## src/rtl/bstk_pkg.sv

```systemverilog
package bstk_pkg;
    typedef enum logic [1:0] {ST_EMPTY, ST_PART, ST_FULL} occ_t;
    typedef enum logic [1:0] {OP_NONE, OP_PUSH, OP_POP, OP_LOAD} op_t;
endpackage

```

## src/rtl/bstk_dec.sv

```systemverilog
module bstk_dec
    import bstk_pkg::*;
#(
    parameter int AW = 4
) (
    input  logic          push,
    input  logic          pop,
    input  logic          load,
    input  logic [AW-1:0] new_floor,
    input  logic [AW-1:0] new_ceil,
    input  occ_t          state,
    output op_t           op,
    output logic          reject
);
    always_comb begin
        op     = OP_NONE;
        reject = 1'b0;
        if (load) begin
            if (push || pop || (new_floor > new_ceil)) reject = 1'b1;
            else                                       op     = OP_LOAD;
        end else if (push && pop) begin
            reject = 1'b1;
        end else if (push) begin
            if (state == ST_FULL) reject = 1'b1;
            else                  op     = OP_PUSH;
        end else if (pop) begin
            if (state == ST_EMPTY) reject = 1'b1;
            else                   op     = OP_POP;
        end
    end
endmodule

```

## src/rtl/bstk_ctrl.sv

```systemverilog
module bstk_ctrl
    import bstk_pkg::*;
#(
    parameter int DEPTH = 16,
    parameter int AW    = $clog2(DEPTH),
    parameter int PW    = AW + 1
) (
    input  logic          clk,
    input  logic          rst_n,
    input  op_t           op,
    input  logic          reject,
    input  logic [AW-1:0] new_floor,
    input  logic [AW-1:0] new_ceil,
    output occ_t          state,
    output logic [PW-1:0] sp,
    output logic          err
);
    localparam logic [AW-1:0] CEIL_RST = AW'(DEPTH - 1);

    logic [AW-1:0] floor_q, ceil_q;
    logic [PW-1:0] sp_up, floor_w, ceil_w;
    occ_t          next_state;

    assign sp_up   = sp + PW'(1);
    assign floor_w = {1'b0, floor_q};
    assign ceil_w  = {1'b0, ceil_q};

    always_comb begin
        next_state = state;
        unique case (state)
            ST_EMPTY: if (op == OP_PUSH)
                          next_state = (floor_q == ceil_q) ? ST_FULL : ST_PART;
            ST_PART: begin
                if (op == OP_PUSH)
                    next_state = (sp_up == ceil_w) ? ST_FULL : ST_PART;
                else if (op == OP_POP)
                    next_state = (sp == floor_w) ? ST_EMPTY : ST_PART;
            end
            ST_FULL: if (op == OP_POP)
                         next_state = (sp == floor_w) ? ST_EMPTY : ST_PART;
            default: next_state = ST_EMPTY;
        endcase
        if (op == OP_LOAD) next_state = ST_EMPTY;
    end

    // state register
    always_ff @(posedge clk) begin
        if (!rst_n) state <= ST_EMPTY;
        else        state <= next_state;
    end

    // pointer, limits and error pulse
    always_ff @(posedge clk) begin
        if (!rst_n) begin
            floor_q <= '0;
            ceil_q  <= CEIL_RST;
            sp      <= '1;
            err     <= 1'b0;
        end else begin
            err <= reject;
            unique case (op)
                OP_PUSH: sp <= sp_up;
                OP_POP:  sp <= sp - PW'(1);
                OP_LOAD: begin
                    floor_q <= new_floor;
                    ceil_q  <= new_ceil;
                    sp      <= {1'b0, new_floor} - PW'(1);
                end
                default: ;
            endcase
        end
    end
endmodule

```

## src/rtl/bstk_mem.sv

```systemverilog
module bstk_mem #(
    parameter int DW    = 8,
    parameter int DEPTH = 16,
    parameter int AW    = $clog2(DEPTH)
) (
    input  logic          clk,
    input  logic          rst_n,
    input  logic          wr_en,
    input  logic [AW-1:0] wr_addr,
    input  logic [DW-1:0] wr_data,
    input  logic          rd_en,
    input  logic [AW-1:0] rd_addr,
    output logic [DW-1:0] rd_data,
    output logic          rd_valid
);
    logic [DW-1:0] cells [DEPTH];

    always_ff @(posedge clk) begin
        if (wr_en) cells[wr_addr] <= wr_data;
    end

    always_ff @(posedge clk) begin
        if (!rst_n) begin
            rd_data  <= '0;
            rd_valid <= 1'b0;
        end else begin
            rd_valid <= rd_en;
            if (rd_en) rd_data <= cells[rd_addr];
        end
    end
endmodule

```

## src/rtl/bstack_top.sv

```systemverilog
module bstack_top
    import bstk_pkg::*;
#(
    parameter int DW    = 8,
    parameter int DEPTH = 16,
    parameter int AW    = $clog2(DEPTH),
    parameter int PW    = AW + 1
) (
    input  logic          clk,
    input  logic          rst_n,
    input  logic          push_i,
    input  logic          pop_i,
    input  logic [DW-1:0] wdata_i,
    input  logic          load_i,
    input  logic [AW-1:0] floor_i,
    input  logic [AW-1:0] ceil_i,
    output logic [DW-1:0] rdata_o,
    output logic          rvalid_o,
    output logic [PW-1:0] sp_o,
    output logic          full_o,
    output logic          empty_o,
    output logic          err_o
);
    op_t           op;
    logic          reject;
    occ_t          state;
    logic [PW-1:0] sp;
    logic [PW-1:0] sp_up;

    assign sp_up = sp + PW'(1);

    bstk_dec #(.AW(AW)) u_dec (
        .push(push_i), .pop(pop_i), .load(load_i),
        .new_floor(floor_i), .new_ceil(ceil_i),
        .state(state), .op(op), .reject(reject)
    );

    bstk_ctrl #(.DEPTH(DEPTH), .AW(AW), .PW(PW)) u_ctrl (
        .clk(clk), .rst_n(rst_n), .op(op), .reject(reject),
        .new_floor(floor_i), .new_ceil(ceil_i),
        .state(state), .sp(sp), .err(err_o)
    );

    bstk_mem #(.DW(DW), .DEPTH(DEPTH), .AW(AW)) u_mem (
        .clk(clk), .rst_n(rst_n),
        .wr_en(op == OP_PUSH), .wr_addr(sp_up[AW-1:0]), .wr_data(wdata_i),
        .rd_en(op == OP_POP), .rd_addr(sp[AW-1:0]),
        .rd_data(rdata_o), .rd_valid(rvalid_o)
    );

    assign sp_o    = sp;
    assign full_o  = (state == ST_FULL);
    assign empty_o = (state == ST_EMPTY);
endmodule

```

## config.mk

```make
export PLATFORM = sky130hd
export DESIGN_NAME = bstack_top
export DESIGN_NICKNAME = d
export VERILOG_FILES = /design/src/rtl/bstk_pkg.sv /design/src/rtl/bstk_dec.sv /design/src/rtl/bstk_ctrl.sv /design/src/rtl/bstk_mem.sv /design/src/rtl/bstack_top.sv
export SDC_FILE = /design/constraint.sdc
export NUM_CORES = 1
export LEC_CHECK = 0
export BUFFER_PORTS_ARGS = -buffer_cell sky130_fd_sc_hd__buf_4
export CAP_MARGIN = 15
export CORE_ASPECT_RATIO = 1.1
export CORE_MARGIN = 2
export CORE_UTILIZATION = 55
export CTS_CLUSTER_SIZE = 24
export DETAILED_ROUTE_END_ITERATION = 12
export GPL_TIMING_DRIVEN = 1
export PLACE_DENSITY = 0.72
export SLEW_MARGIN = 20
export SYNTH_ARGS = -nofsm -noshare
export SYNTH_HDL_FRONTEND = slang
export SYNTH_SLANG_ARGS = --single-unit
export TNS_END_PERCENT = 10
```

## constraint.sdc

```tcl
create_clock -name clk -period 2.75 [get_ports clk]
set_input_delay 0.275 -clock clk [delete_from_list [all_inputs] [get_ports clk]]
set_output_delay 0.275 -clock clk [all_outputs]
set_load 0.01 [all_outputs]
```

== Word-level counts from Yosys, hierarchy flattened ==
Memory sizes are Yosys's and may differ from the RTL's. A register that Yosys moved wholly into a read port is not among the register bits.
Index checks and enable logic that the tools add are counted.
Word-level totals
  bits in registers: 17
  memory bits (writable): 128
  output and inout port bits: 17
  memories kept: 1
Memory list
  u_mem.cells: words 16, bits a word 8, read ports 1, clocked after Yosys merged registers in 1, wr ports 1, RTL line bstk_mem.sv:16  | logic [DW-1:0] cells [DEPTH];
Operators by class
  $add $sub $neg: 3
  $lt $le $gt $ge: 1
  eq/ne operators: 9
  multiplexer cells: 24
  bitwise logic cells: 1
  reduce and logical (&&, ||, !) cells: 7
Operators with widths (number)
  2-bit two-way mux: 11
  5-bit case mux with 3 select lines: 1
  1-bit two-way mux: 11
  5-bit by 4-bit equality test with 1-bit output: 2
  2-bit equality test (second input constant): 3
  2-bit case mux with 3 select lines: 1
  5-bit by 1-bit adder with 5-bit output (second input constant): 1
  4-bit by 1-bit subtractor with 5-bit output (second input constant): 1
  5-bit by 1-bit subtractor with 5-bit output (second input constant): 1
  2-bit by 1-bit equality test with 1-bit output (second input constant): 2
  4-bit equality test: 1
  4-bit > comparator: 1
  3-bit nonzero test: 1
  2-bit logical NOT: 1
  1-bit logical OR: 2
  2-bit by 1-bit != test with 1-bit output (second input constant): 1
  2-bit OR reduction: 1
  1-bit logical AND: 1
  1-bit logical NOT: 1
  1-bit NOT: 1

== Logic depth before layout (Yosys ltp) ==
Gate-level depths: netlist of run 1.
  depth after elaboration: 10
  mapped depth: 12

== By module ==
Synthesis of run 1 repeated with hierarchy kept, for this count alone.
Unflattened totals
  cell total of the unflattened synthesis: 482
  area, all modules: 6663.9 um^2
By module, submodules not included
  bstk_mem: instances 1, cells an instance 320, area each 5382.7 um^2
  bstk_ctrl: instances 1, cells an instance 128, area each 1048.5 um^2
  bstk_dec: instances 1, cells an instance 25, area each 171.4 um^2
  bstack_top: instances 1, cells an instance 9, area each 61.3 um^2

== Least setup slack after synthesis of run 1 ==
No wires, ideal clock.
  path type: input to register
  start: input port ceil_i[3]
  end: register u_ctrl.sp[4]
  arrival time: 2.462 ns
  slack: 0.209 ns
  stages on the path: 11
  path buffers: 1
  path through: inv_1 -> ha_1 -> a21o_1 -> or3_1 -> o21ai_1 -> buf_2 -> mux2i_1 -> ha_1 -> inv_1 -> or4b_1 -> o211ai_1
On the way
  longest elaborated chain between the ends: 6
  elaborated cells between the ends (all ways): 9
Ends and longest elaborated chain
  start: declaration: RTL line bstack_top.sv:16  | input logic [AW-1:0] ceil_i,
  4-bit > comparator (*): RTL line bstk_dec.sv:19  | if (push || pop || (new_floor > new_ceil)) reject = 1'b1;
  1-bit logical OR (*): RTL line bstk_dec.sv:19
  2-bit two-way mux (*): RTL line bstk_dec.sv:19
  2-bit two-way mux (*): RTL line bstk_dec.sv:18  | if (load) begin
  2-bit equality test / 2-bit by 1-bit equality test with 1-bit output (equally long branches): RTL line bstk_ctrl.sv:61  | unique case (op)
  5-bit case mux with 3 select lines / 3-bit nonzero test (equally long branches)
  end signal: assignment: RTL line bstk_ctrl.sv:62  | OP_PUSH: sp <= sp_up;
  end signal: assignment: RTL line bstk_ctrl.sv:63  | OP_POP: sp <= sp - PW'(1);
  end signal: assignment: RTL line bstk_ctrl.sv:67  | sp <= {1'b0, new_floor} - PW'(1);
  end: declaration: RTL line bstk_ctrl.sv:15  | output logic [PW-1:0] sp,
Every way passes the cells marked *; elsewhere a longest branch is shown, timed or not.
A chain may end at the register's enable or synchronous reset.

== Worst setup path after layout of run 1 ==
  start: input port floor_i[3]
  end: register u_ctrl.sp[4]
On the way
  longest elaborated chain between the ends: 6
  elaborated cells between the ends (all ways): 10
Ends and longest elaborated chain
  start: declaration: RTL line bstack_top.sv:15  | input logic [AW-1:0] floor_i,
  4-bit > comparator: RTL line bstk_dec.sv:19
  1-bit logical OR: RTL line bstk_dec.sv:19
  2-bit two-way mux: RTL line bstk_dec.sv:19
  2-bit two-way mux: RTL line bstk_dec.sv:18
  2-bit equality test / 2-bit by 1-bit equality test with 1-bit output (equally long branches): RTL line bstk_ctrl.sv:61
  5-bit case mux with 3 select lines / 3-bit nonzero test (equally long branches)
Parallel ways exist; a longest one is shown, timed or not.

==> results of run 1 <==
-- worst min-delay path by stage --
stage,cells past startpoint,start,to,slack [ns]
6_report,3,ceil_i[1],u_ctrl.ceil_q[1]$_SDFFE_PN1P_,0.09
5_1_grt,3,ceil_i[1],u_ctrl.ceil_q[1]$_SDFFE_PN1P_,0.09
4_1_cts,3,ceil_i[1],u_ctrl.ceil_q[1]$_SDFFE_PN1P_,0.08
3_5_place_dp,2,u_mem.rd_data[7]$_SDFFE_PN0N_,u_mem.rd_data[7]$_SDFFE_PN0N_,0.47
3_3_place_gp,2,u_mem.rd_data[4]$_SDFFE_PN0N_,u_mem.rd_data[4]$_SDFFE_PN0N_,0.46
2_1_floorplan,0,wdata_i[0],u_mem.cells[0][0]$_DFFE_PP_,0.37
-- cells in the mapped netlist (2+ instances only) --
| library cell | number | area (sq um) |
|---|---|---|
| edfxtp_1 | 128 | 3840 |
| mux4_2 | 32 | 721 |
| nor2_1 | 31 | 116 |
| nand2_1 | 28 | 105 |
| dfxtp_1 | 25 | 500 |
| a22o_1 | 16 | 140 |
| xor2_1 | 11 | 96.3 |
| ha_1 | 10 | 125 |
| inv_1 | 10 | 37.5 |
| nor2b_1 | 10 | 62.6 |
| xnor2_1 | 10 | 87.6 |
| clkbuf_1 | 9 | 33.8 |
| mux2i_1 | 9 | 90.1 |
| o22ai_1 | 9 | 56.3 |
| buf_2 | 8 | 40.0 |
| nand2b_1 | 5 | 31.3 |
| nand4_1 | 5 | 31.3 |
| a21oi_1 | 4 | 20.0 |
| nor3_1 | 3 | 15.0 |
| o211ai_1 | 3 | 22.5 |
| a21o_1 | 2 | 15.0 |
| a31oi_1 | 2 | 12.5 |
| and2_1 | 2 | 12.5 |
| buf_1 | 2 | 7.51 |
| buf_4 | 2 | 15.0 |
| nand3b_1 | 2 | 15.0 |
| o2111ai_1 | 2 | 17.5 |
| o21a_1 | 2 | 15.0 |
| o21ai_0 | 2 | 10.0 |
| o31ai_1 | 2 | 15.0 |
| or3_1 | 2 | 12.5 |
-- flip-flops by register name, indices dropped and copies added, names as in the netlist --
signal / flops
u_mem.rd_valid: 1
u_mem.rd_data: 8
u_ctrl.sp: 5
u_ctrl.state: 2
u_mem.cells: 128
u_ctrl.ceil_q: 4
u_ctrl.floor_q: 4
u_ctrl.err: 1
-- kinds of logic (layout without fill, tap and decap cells) --
family / after synthesis / after routing / synth area share, %
DFF: 153 / 153 / 66.9
and+or+nand+nor: 95 / 95 / 7.08
AOI/OAI and AO/OA: 54 / 54 / 6.29
muxes: 41 / 41 / 12.5
buffers and inverters: 31 / 103 / 2.06
xor gates and xnor gates: 22 / 22 / 3.20
adders and majority gates: 10 / 10 / 1.93
-- layout make-up --
type,count,area share (%)
Sequential cell,153,57.1
Multi-Input combinational cell,222,26.4
Clock buffer,23,6.77
Timing Repair Buffer,61,6.02
Tap cell,150,2.47
Clock inverter,9,0.756
Inverter,10,0.493
-- per-layer routing --
metal	global-route usage, %	up-vias
met3	5.04	22
met5	0	-
met1	30.9	1839
met2	36.5	126
li1	-	1698
met4	11.2	0
-- power by group --
| group | internal [W] | switching (W) | total [W] |
|---|---|---|---|
| Combinational | 0.000228 | 0.000290 | 0.000518 |
| Sequential | 0.00254 | 0.0000312 | 0.00258 |
| Clock | 0.00133 | 0.000877 | 0.00220 |
| Total | 0.00410 | 0.00120 | 0.00530 |
-- worst min-delay path, stage by stage --
cell and delay [ns]:
buf_4 0.09, mux2i_1 0.06, nand2_1 0.06
-- layout by cell type, fill, tap and decap left out, types with 2 or more instances in the layout --
master	synthesis	final
a21oi_1	4	4
ha_1	10	10
clkbuf_1	9	2
clkinv_2	0	3
xnor2_1	10	10
a31oi_1	2	2
xor2_1	11	11
a21o_1	2	2
o31ai_1	2	2
inv_4	0	4
nor2b_1	10	10
nand3b_1	2	2
mux4_2	32	32
and2_1	2	2
nand2_1	28	28
nor3_1	3	3
nand2b_1	5	5
o211ai_1	3	3
inv_1	10	10
o22ai_1	9	9
o21a_1	2	2
buf_4	2	61
nand4_1	5	5
or3_1	2	2
clkbuf_16	0	20
mux2i_1	9	9
dfxtp_1	25	24
a22o_1	16	16
edfxtp_1	128	128
o21ai_0	2	2
o2111ai_1	2	2
nor2_1	31	31
-- per-stage QoR --
| step | cells | utilization (%) | cell area (sq um) |
|---|---|---|---|
| CTS | 628 | 66.2 | 7610 |
| detailed placement | 596 | 61.3 | 7040 |
| global route | 628 | 66.2 | 7610 |
| global placement | 596 | 61.3 | 7040 |
| finish | 628 | 66.2 | 7610 |
| floorplan | 406 | - | 6490 |
==> impl_metrics.yaml, run 1 <==
critical_path:
  crit_family: "simple AND/OR/NAND/NOR gates"
  cp_slowest_cell: "or4b_1"
  r2r_end: "u_mem.cells[13][3]$_DFFE_PP_"
  worst-path-buf-inv: 2
  worstPathRequired_ns: 3.09
  critPathMostFrequentCell: "ha_1"
  startpoint: "floor_i[3]"
  critPathKind: "in -> reg"
  start_kind: "input pin"
  reg2reg_from: "u_ctrl.sp[1]$_SDFFE_PN1P_"
  endpoint: "u_ctrl.sp[4]$_SDFFE_PN1P_"
  crit_chain: "buf_4 -> ha_1 -> a21o_1 -> or3_1 -> o21ai_1 -> mux2i_1 -> ha_1 -> inv_1 -> or4b_1 -> o211ai_1"
  cpPeakStageDelay_ns: 0.48
  critical_path_arrival_ns: 2.57
  rr_worst_depth: 6
  cp.depth: 10
  r2r_setup_slack_ns: 0.56
  end_kind: "flop"
  path_max_fanout: 4
floorplanning:
  die_h_um: 118
  dieArea_sq_um: 12700
  fp-row-count: 41
  core_sq_um: 11500
  io_pins: 38
  initial_core_util_pct: 56.5
  die_w_um: 108
route:
  drt-total-wl_um: 13600
  drtAntennaViolNets: 0
  drt-initial-drc-count: 318
  met2_length_um: 6670
  via_per_inst: 5.87
  vias: 3685
  route.met3.wl_um: 850
  m1WireLength_um: 5660
  drc: 0
  dr.pass1.iters: 4
  maxUsedRoutingLayer: "met4"
  wl_per_cell_um: 21.6
placed_design:
  routabilityCongestion: 0.836
  dp_worst_setup_slack_ns: 0.0995
  io_buffers: 37
  dp_hpwl_um: 8700
job:
  drv_cap: 0
timing:
  setup_ws_ns: 0.521
  setup_tns_ns: 0
  setup_viol: 0
  tightest_slew_ns: 0.745
  fin_crit_sh_pct: 81.1
  period_minus_slack_ns: 2.23
  fmax_mhz: 449
  clock-skew-final_ns: 0.0134
  slew_violations: 0
  hold_violations: 0
  worst_hold_slack_ns: 0.0947
  rsz0062_at_grt: "false"
  timing.slew.headroom_pct: 50.1
cts:
  clk_latency_ns: 0.42
  cts.clk_slew.worst_paths_ns: 0.06
  cts_resized: 0
  clock_sinks: 153
  cts_buffer_depth: 2
  h-tree-depth: 4
  post_cts_buffers: 0
  ctsHoldBuffers: 0
  tritoncts: "yes"
  numCtsBuffers: 17
  cts_root_buffer: "clkbuf_16"
cells_and_area:
  fill_cells: 808
  drive_above_1_share_pct: 26.6
  diodes: 0
  area_growth_pct: 17.3
  seqCellArea_sq_um: 4350
  multi_input_area_sq_um: 2010
  nets: 496
grt:
  grt_pass1_vias: 3697
  grt_max_degree: 33
  track_usage_pct: 23.3
  antenna_found_initial: 0
  grt_pass1_wl_um: 21100
  overflow: 0
synthesis:
  synth_area_per_cell_sq_um: 16.0
  synthFlopType: "edfxtp_1"
  synthArstFlopShare_pct: 0
  ys_types: 49
  synth-edff-count: 128
  synth_warnings: 0
  synthesis.nets: 437
  synthCells: 406
  synth_seq_cells: 153
  syn_area_sq_um: 6490
  seq_area_frac_synth_pct: 66.9
power_and_ir_drop:
  ir_worst_vdd_uv: 568
  pwr_density_cell_nw_per_um2: 696
  power_leakage_nw: 2.73
  p_total_w: 0.00530
hold_path:
  hp-class: "in -> reg"
outcome:
  outcome: "finished, final reports clean"
(Power assumes the default switching activity.)
==> run 2: changes to the inputs <==
- ABC_AREA: unset -> 1
- clock period: 2.75 -> 2.3 ns (I/O delays scaled with it)
==> run 2 against run 1 <==
Clock-buffer cell count fell by 5; via count rose by 30%; critical path depth fell by 5; highest routed layer unchanged; routed wire length rose by 17%; register-to-register slack got worse by 0.39 ns; clock power rose by 19%; final area rose by 0.95%; sequential share of layout area fell by 0.54 points; sequential power rose by 21%; total power rose by 27%.
==> impl_metrics.yaml, run 2 <==
timing:
  clock-skew-final_ns: 0.00964
  fmax_mhz: 469
  hold_violations: 0
  period_minus_slack_ns: 2.13
  rsz0062_at_grt: "false"
  slew_violations: 0
  timing.slew.headroom_pct: 64.8
  tightest_slew_ns: 0.528
  setup_tns_ns: 0
  setup_viol: 0
  fin_crit_sh_pct: 92.7
cells_and_area:
  drive_above_1_share_pct: 18.0
  multi_input_area_sq_um: 1930
  fill_cells: 880
  regMostFlops: "u_mem.cells"
  diodes: 0
  largest_reg_flops: 128
  nets: 668
  area_growth_pct: 17.1
  seqCellArea_sq_um: 4350
  final_cell_mix: "128 x edfxtp_1, 76 x nand2_1, 74 x nor2_1, 67 x buf_4, 62 x o21ai_0"
  reg_top3: "u_mem.cells (128), u_mem.rd_data (8), u_ctrl.sp (5)"
  layout_commonest_cell: "edfxtp_1"
synthesis:
  synth_top_area_share_pct: 58.6
  synthArstFlopShare_pct: 0
  synth_commonest_cells: "128 x edfxtp_1, 76 x nand2_1, 74 x nor2_1"
  seq_area_frac_synth_pct: 66.2
  synthesis.nets: 608
  post-synth-top-count-cell: "edfxtp_1"
  synthCells: 577
  synth_area_leader_cell: "edfxtp_1"
  synth-edff-count: 128
  ys_types: 34
  synth_warnings: 0
  synth_seq_cells: 153
  synth.area.top_cells: "edfxtp_1 59%, dfxtp_1 7.6%, o21ai_0 4.7%, nand2_1 4.3%, nor2_1 4.2%"
  syn_area_sq_um: 6560
  synthFlopType: "edfxtp_1"
  synth_area_per_cell_sq_um: 11.4
floorplanning:
  die_w_um: 108
  fp-row-count: 41
  dieArea_sq_um: 12800
  die_h_um: 119
  core_sq_um: 11500
  initial_core_util_pct: 56.8
  io_pins: 38
cts:
  clock_sinks: 153
  cts_root_buffer: "clkbuf_16"
  cts_buffer_depth: 2
  post_cts_buffers: 0
  ctsHoldBuffers: 0
  clk_latency_ns: 0.43
  h-tree-depth: 4
  cts_resized: 0
  cts.clk_slew.worst_paths_ns: 0.07
  tritoncts: "yes"
  numCtsBuffers: 17
grt:
  grt_max_degree: 47
  antenna_found_initial: 0
  overflow: 0
  track_usage_pct: 26.2
  grt_pass1_vias: 4534
  grt_pass1_wl_um: 24800
critical_path:
  cp_slowest_cell: "dfxtp_1"
  startpoint: "u_ctrl.sp[2]$_SDFFE_PN1P_"
  critical_path_arrival_ns: 2.27
  rr_worst_depth: 5
  critPathMostFrequentCell: "buf_4"
  cp.depth: 5
  crit_family: "flip-flops"
  crit_chain: "buf_4 -> xor2_1 -> nand2_1 -> nor2_1 -> buf_4"
  path_max_fanout: 16
  worst-path-buf-inv: 2
  end_kind: "flop"
  cpPeakStageDelay_ns: 0.56
  start_kind: "flop"
  reg2reg_from: "u_ctrl.sp[2]$_SDFFE_PN1P_"
  worstPathRequired_ns: 2.43
  critPathKind: "reg -> reg"
route:
  drt-total-wl_um: 16000
  wl_per_cell_um: 19.9
  vias: 4783
  dr.pass1.iters: 5
  drtAntennaViolNets: 0
  drt-initial-drc-count: 558
  via_per_inst: 5.98
  drc: 0
hold_path:
  hold_start: "ceil_i[0]"
  hp-class: "in -> reg"
  hold_depth: 3
placed_design:
  dp_hpwl_um: 10600
  io_buffers: 37
  routabilityCongestion: 0.864
power_and_ir_drop:
  ir_worst_vdd_uv: 566
  pwr_density_cell_nw_per_um2: 877
  p_total_w: 0.00674
  power_leakage_nw: 2.89
job:
  drv_cap: 0
outcome:
  outcome: "finished, final reports clean"
==> run 2: changes by cell type after synthesis, sizes merged, moves of 17 or more <==
cell   change
inv       +33
o22ai     +20
a21oi     +17
mux4      -32
nand2     +56
o21ai     +63
nor2      +44
==> run 2: area by class of cell <==
cell class                 instances  area share, %
sequential                       153           56.5
multi-input combinational        354           25.1
timing repair buffer              67           6.55
tap                              150           2.44
inverter                          44           2.18
clock buffer                      18           5.58
clock inverter                    14           1.61
==> run 2: worst paths after layout <==
path	end	slack, ns
max	u_mem.cells[14][4]$_DFFE_PP_	0.17
min	u_ctrl.ceil_q[0]$_SDFFE_PN1P_	0.03
max reg2reg	u_mem.cells[14][4]$_DFFE_PP_	0.17
min reg2reg	u_ctrl.floor_q[2]$_SDFFE_PN0P_	0.49
==> run 2: metrics by stage <==
step	hold slack (ns)	util (%)	instance area, sq um	std cells	setup slack [ns]
after global routing	0.0270	66.6	7680	800	0.115
after CTS	0.0165	66.6	7680	800	0.234
after detailed placement	0.455	61.8	7130	768	0.141
after floorplan	0.329	-	6560	577	0.208
after global placement	0.458	61.8	7130	768	0.176
final	0.0264	66.6	7680	800	0.168
==> run 2: power by group <==
group	internal (W)	switching, W	total (W)
Combinational	0.000327	0.000666	0.000993
Clock	0.00149	0.00113	0.00262
Sequential	0.00308	0.0000533	0.00313
Total	0.00490	0.00185	0.00674
==> run 2: worst reg2reg max path, delay by kind of cell (launching register included) <==
family / cells / cell delay (ns)
buffers and inverters: 2 / 0.50
AND/OR/NAND/NOR: 2 / 0.41
flip-flops: 1 / 0.56
XOR/XNOR: 1 / 0.36
==> run 2: cells by family (layout without fill, tap and decap cells) <==
family | after synthesis | after routing | synth area share (%)
and+or+nand+nor | 182 | 182 | 11.9
DFF | 153 | 153 | 66.2
AOI/OAI and AO/OA | 149 | 149 | 13.9
buffers and inverters | 70 | 143 | 4.40
xor gates and xnor gates | 13 | 13 | 1.74
adders and majority gates | 10 | 10 | 1.91
==> run 2: metal layers <==
layer	track usage, %	vias to the layer above	share of wire [%]
met5	0	-	0
met4	8.81	0	2.0
met3	4.91	34	7.7
met2	41.9	231	48
met1	36.1	2320	42
li1	-	2198	-
==> run 3: changes to the inputs <==
- CORE_MARGIN: 2 -> 4
- GPL_TIMING_DRIVEN: 1 -> 0
- SYNTH_HIERARCHICAL: unset -> 1
==> run 3 against run 2 <==
Register-to-register slack lost 0.07 ns; first-iteration DRC count grew 2.2%; global-route usage shrank 2.0 points; maximum frequency shrank 3.3%; clock power grew 7.6%; sequential power is essentially flat; largest cell class unchanged; highest routed layer unchanged.
==> impl_metrics.yaml, run 3 <==
outcome:
  outcome: "finished, final reports clean"
critical_path:
  critical_path_arrival_ns: 2.30
  path_max_fanout: 8
  worstPathRequired_ns: 2.40
  end_kind: "flop"
  critPathKind: "reg -> reg"
  start_kind: "flop"
grt:
  overflow: 0
  antenna_found_initial: 0
  grt_pass1_wl_um: 26600
  track_usage_pct: 24.2
  grt_max_degree: 17
  grt_pass1_vias: 5108
power_and_ir_drop:
  p_int_w: 0.00512
  pwr_density_cell_nw_per_um2: 840
  p_total_w: 0.00694
  comb_power_share_pct: 14.5
  swShare_pct: 26.3
  p_switching_w: 0.00182
  power_leakage_nw: 3.35
  power.share.clock_pct: 40.6
  seqPwrFrac_pct: 44.9
  ir_worst_vdd_uv: 480
placed_design:
  dp_worst_setup_slack_ns: -0.527
  dp_hpwl_um: 11300
  routabilityCongestion: 0.922
  io_buffers: 37
  dp_cells: 899
timing:
  slew_violations: 0
  setup_ws_ns: 0.0962
  period_minus_slack_ns: 2.20
  fin_crit_sh_pct: 95.8
  timing.slew.headroom_pct: 66.9
  hold_violations: 0
  setup_viol: 0
  setup_tns_ns: 0
  tightest_slew_ns: 0.497
  clock-skew-final_ns: 0.00672
  fmax_mhz: 454
  rsz0062_at_grt: "true"
cts:
  cts.clk_slew.worst_paths_ns: 0.06
  numCtsBuffers: 17
  tritoncts: "yes"
  h-tree-depth: 4
  clock_sinks: 153
  cts_buffer_depth: 2
  clk_latency_ns: 0.42
  ctsHoldBuffers: 0
  cts_root_buffer: "clkbuf_16"
cells_and_area:
  reg_top3: "u_mem/cells (128), u_mem/rd_data (8), u_ctrl/sp (5)"
  final_core_util_pct: 67.7
  diodes: 0
  area_growth_pct: 19.3
  layout_commonest_cell: "nand2_1"
  final_cell_mix: "233 x nand2_1, 128 x edfxtp_1, 125 x nand3_1, 48 x inv_1, 46 x buf_4"
  regMostFlops: "u_mem/cells"
  nets: 799
  largest_reg_flops: 128
  layout.cells.non_filler: 938
  drive_above_1_share_pct: 18.0
synthesis:
  synth_commonest_cells: "236 x nand2_1, 128 x edfxtp_1, 126 x nand3_1"
  seq_area_frac_synth_pct: 62.7
  synth_area_leader_cell: "edfxtp_1"
  synthFlopType: "edfxtp_1"
  synthesis.nets: 736
  post-synth-top-count-cell: "nand2_1"
  ys_types: 30
  synth_top_area_share_pct: 55.5
  synth_area_per_cell_sq_um: 9.78
  synth.area.top_cells: "edfxtp_1 56%, nand2_1 13%, nand3_1 9.1%, dfxtp_1 7.2%, nor2_1 2.9%"
  synthArstFlopShare_pct: 0
  synth_warnings: 6
  synth_seq_cells: 153
  synthCells: 708
  synth-edff-count: 128
  syn_area_sq_um: 6930
route:
  drt-initial-drc-count: 570
  drc: 0
  drt-total-wl_um: 17100
  via_per_inst: 5.67
  dr.pass1.iters: 5
  vias: 5319
  wl_per_cell_um: 18.3
  drtAntennaViolNets: 0
floorplanning:
  dieArea_sq_um: 14500
  core_sq_um: 12200
  die_w_um: 115
  fp-row-count: 42
  io_pins: 38
  die_h_um: 126
  initial_core_util_pct: 56.8
job:
  drv_cap: 0
hold_path:
  hp-class: "in -> reg"
run 3: kinds of logic after synthesis:
kind of cell	Yosys count	share of synthesized area [%]
flip-flops	153	62.7
AND/OR/NAND/NOR	427	26.0
buffers and inverters	84	6.56
adder cells (fa/ha/maj)	7	1.26
XOR/XNOR	7	0.885
AO/OA/AOI/OAI	30	2.60
run 3: power by group through the flow:
stage          registers (W)  clock network (W)  logic (W)
3_5_place_dp         0.00318                  0   0.000911
2_1_floorplan        0.00317                  0   0.000595
5_1_grt              0.00312            0.00298    0.00109
6_report             0.00312            0.00282    0.00100
4_1_cts              0.00312            0.00284   0.000926
3_3_place_gp         0.00317                  0   0.000885
run 3: stage by stage:
| step | area, sq um | hold slack, ns |
|---|---|---|
| floorplan | 6930 | 0.314 |
| global placement | 7400 | 0.440 |
| detailed placement | 7400 | 0.441 |
| CTS | 8020 | 0.00889 |
| global route | 8260 | 0.0141 |
| finish | 8260 | 0.0180 |
run 3: what timing repair did:
item                                    in CTS  in global routing
pin swaps                                    0                  6
resized for setup                            8                 34
buffers inserted                             0                  7
endpoints found under the setup margin     123                131
run 3: worst paths after layout:
check,startpoint,endpoint,slack [ns],cells past startpoint
setup / recovery,u_ctrl/state[0]$_SDFFE_PP0P_,u_mem/cells[12][0]$_DFFE_PP_,0.1,8
hold / removal,ceil_i[2],u_ctrl/ceil_q[2]$_SDFFE_PN1P_,0.02,3
setup reg to reg,u_ctrl/state[0]$_SDFFE_PP0P_,u_mem/cells[12][0]$_DFFE_PP_,0.1,8
hold reg to reg,u_ctrl/floor_q[3]$_SDFFE_PN0P_,u_ctrl/floor_q[3]$_SDFFE_PN0P_,0.51,2
run 3: per-layer routing:
metal	track usage, %	share of wire [%]	vias to the layer above
met4	9.12	2.6	0
met3	4.46	7.3	49
li1	-	-	2512
met1	32.1	39	2515
met2	39.9	51	243
met5	0	0	-
run 3: cell type report:
cell class	count	area (sq um)
flip-flops and latches	153	4350
clock inverters	14	171
repair buffers	44	393
multi-input cells	471	2270
fillers	951	3930
well taps	154	193
inverters	56	216
clock buffers	18	429
plain buffers	28	238
run 3: critical path: stages, from the launching register on:
cell     delay, ns
dfxtp_2       0.37
inv_1         0.05
a21oi_1       0.19
nand3_1       0.13
nand2_2       0.18
inv_1         0.05
nor2_1        0.27
nand3_2       0.30
nor2_4        0.32
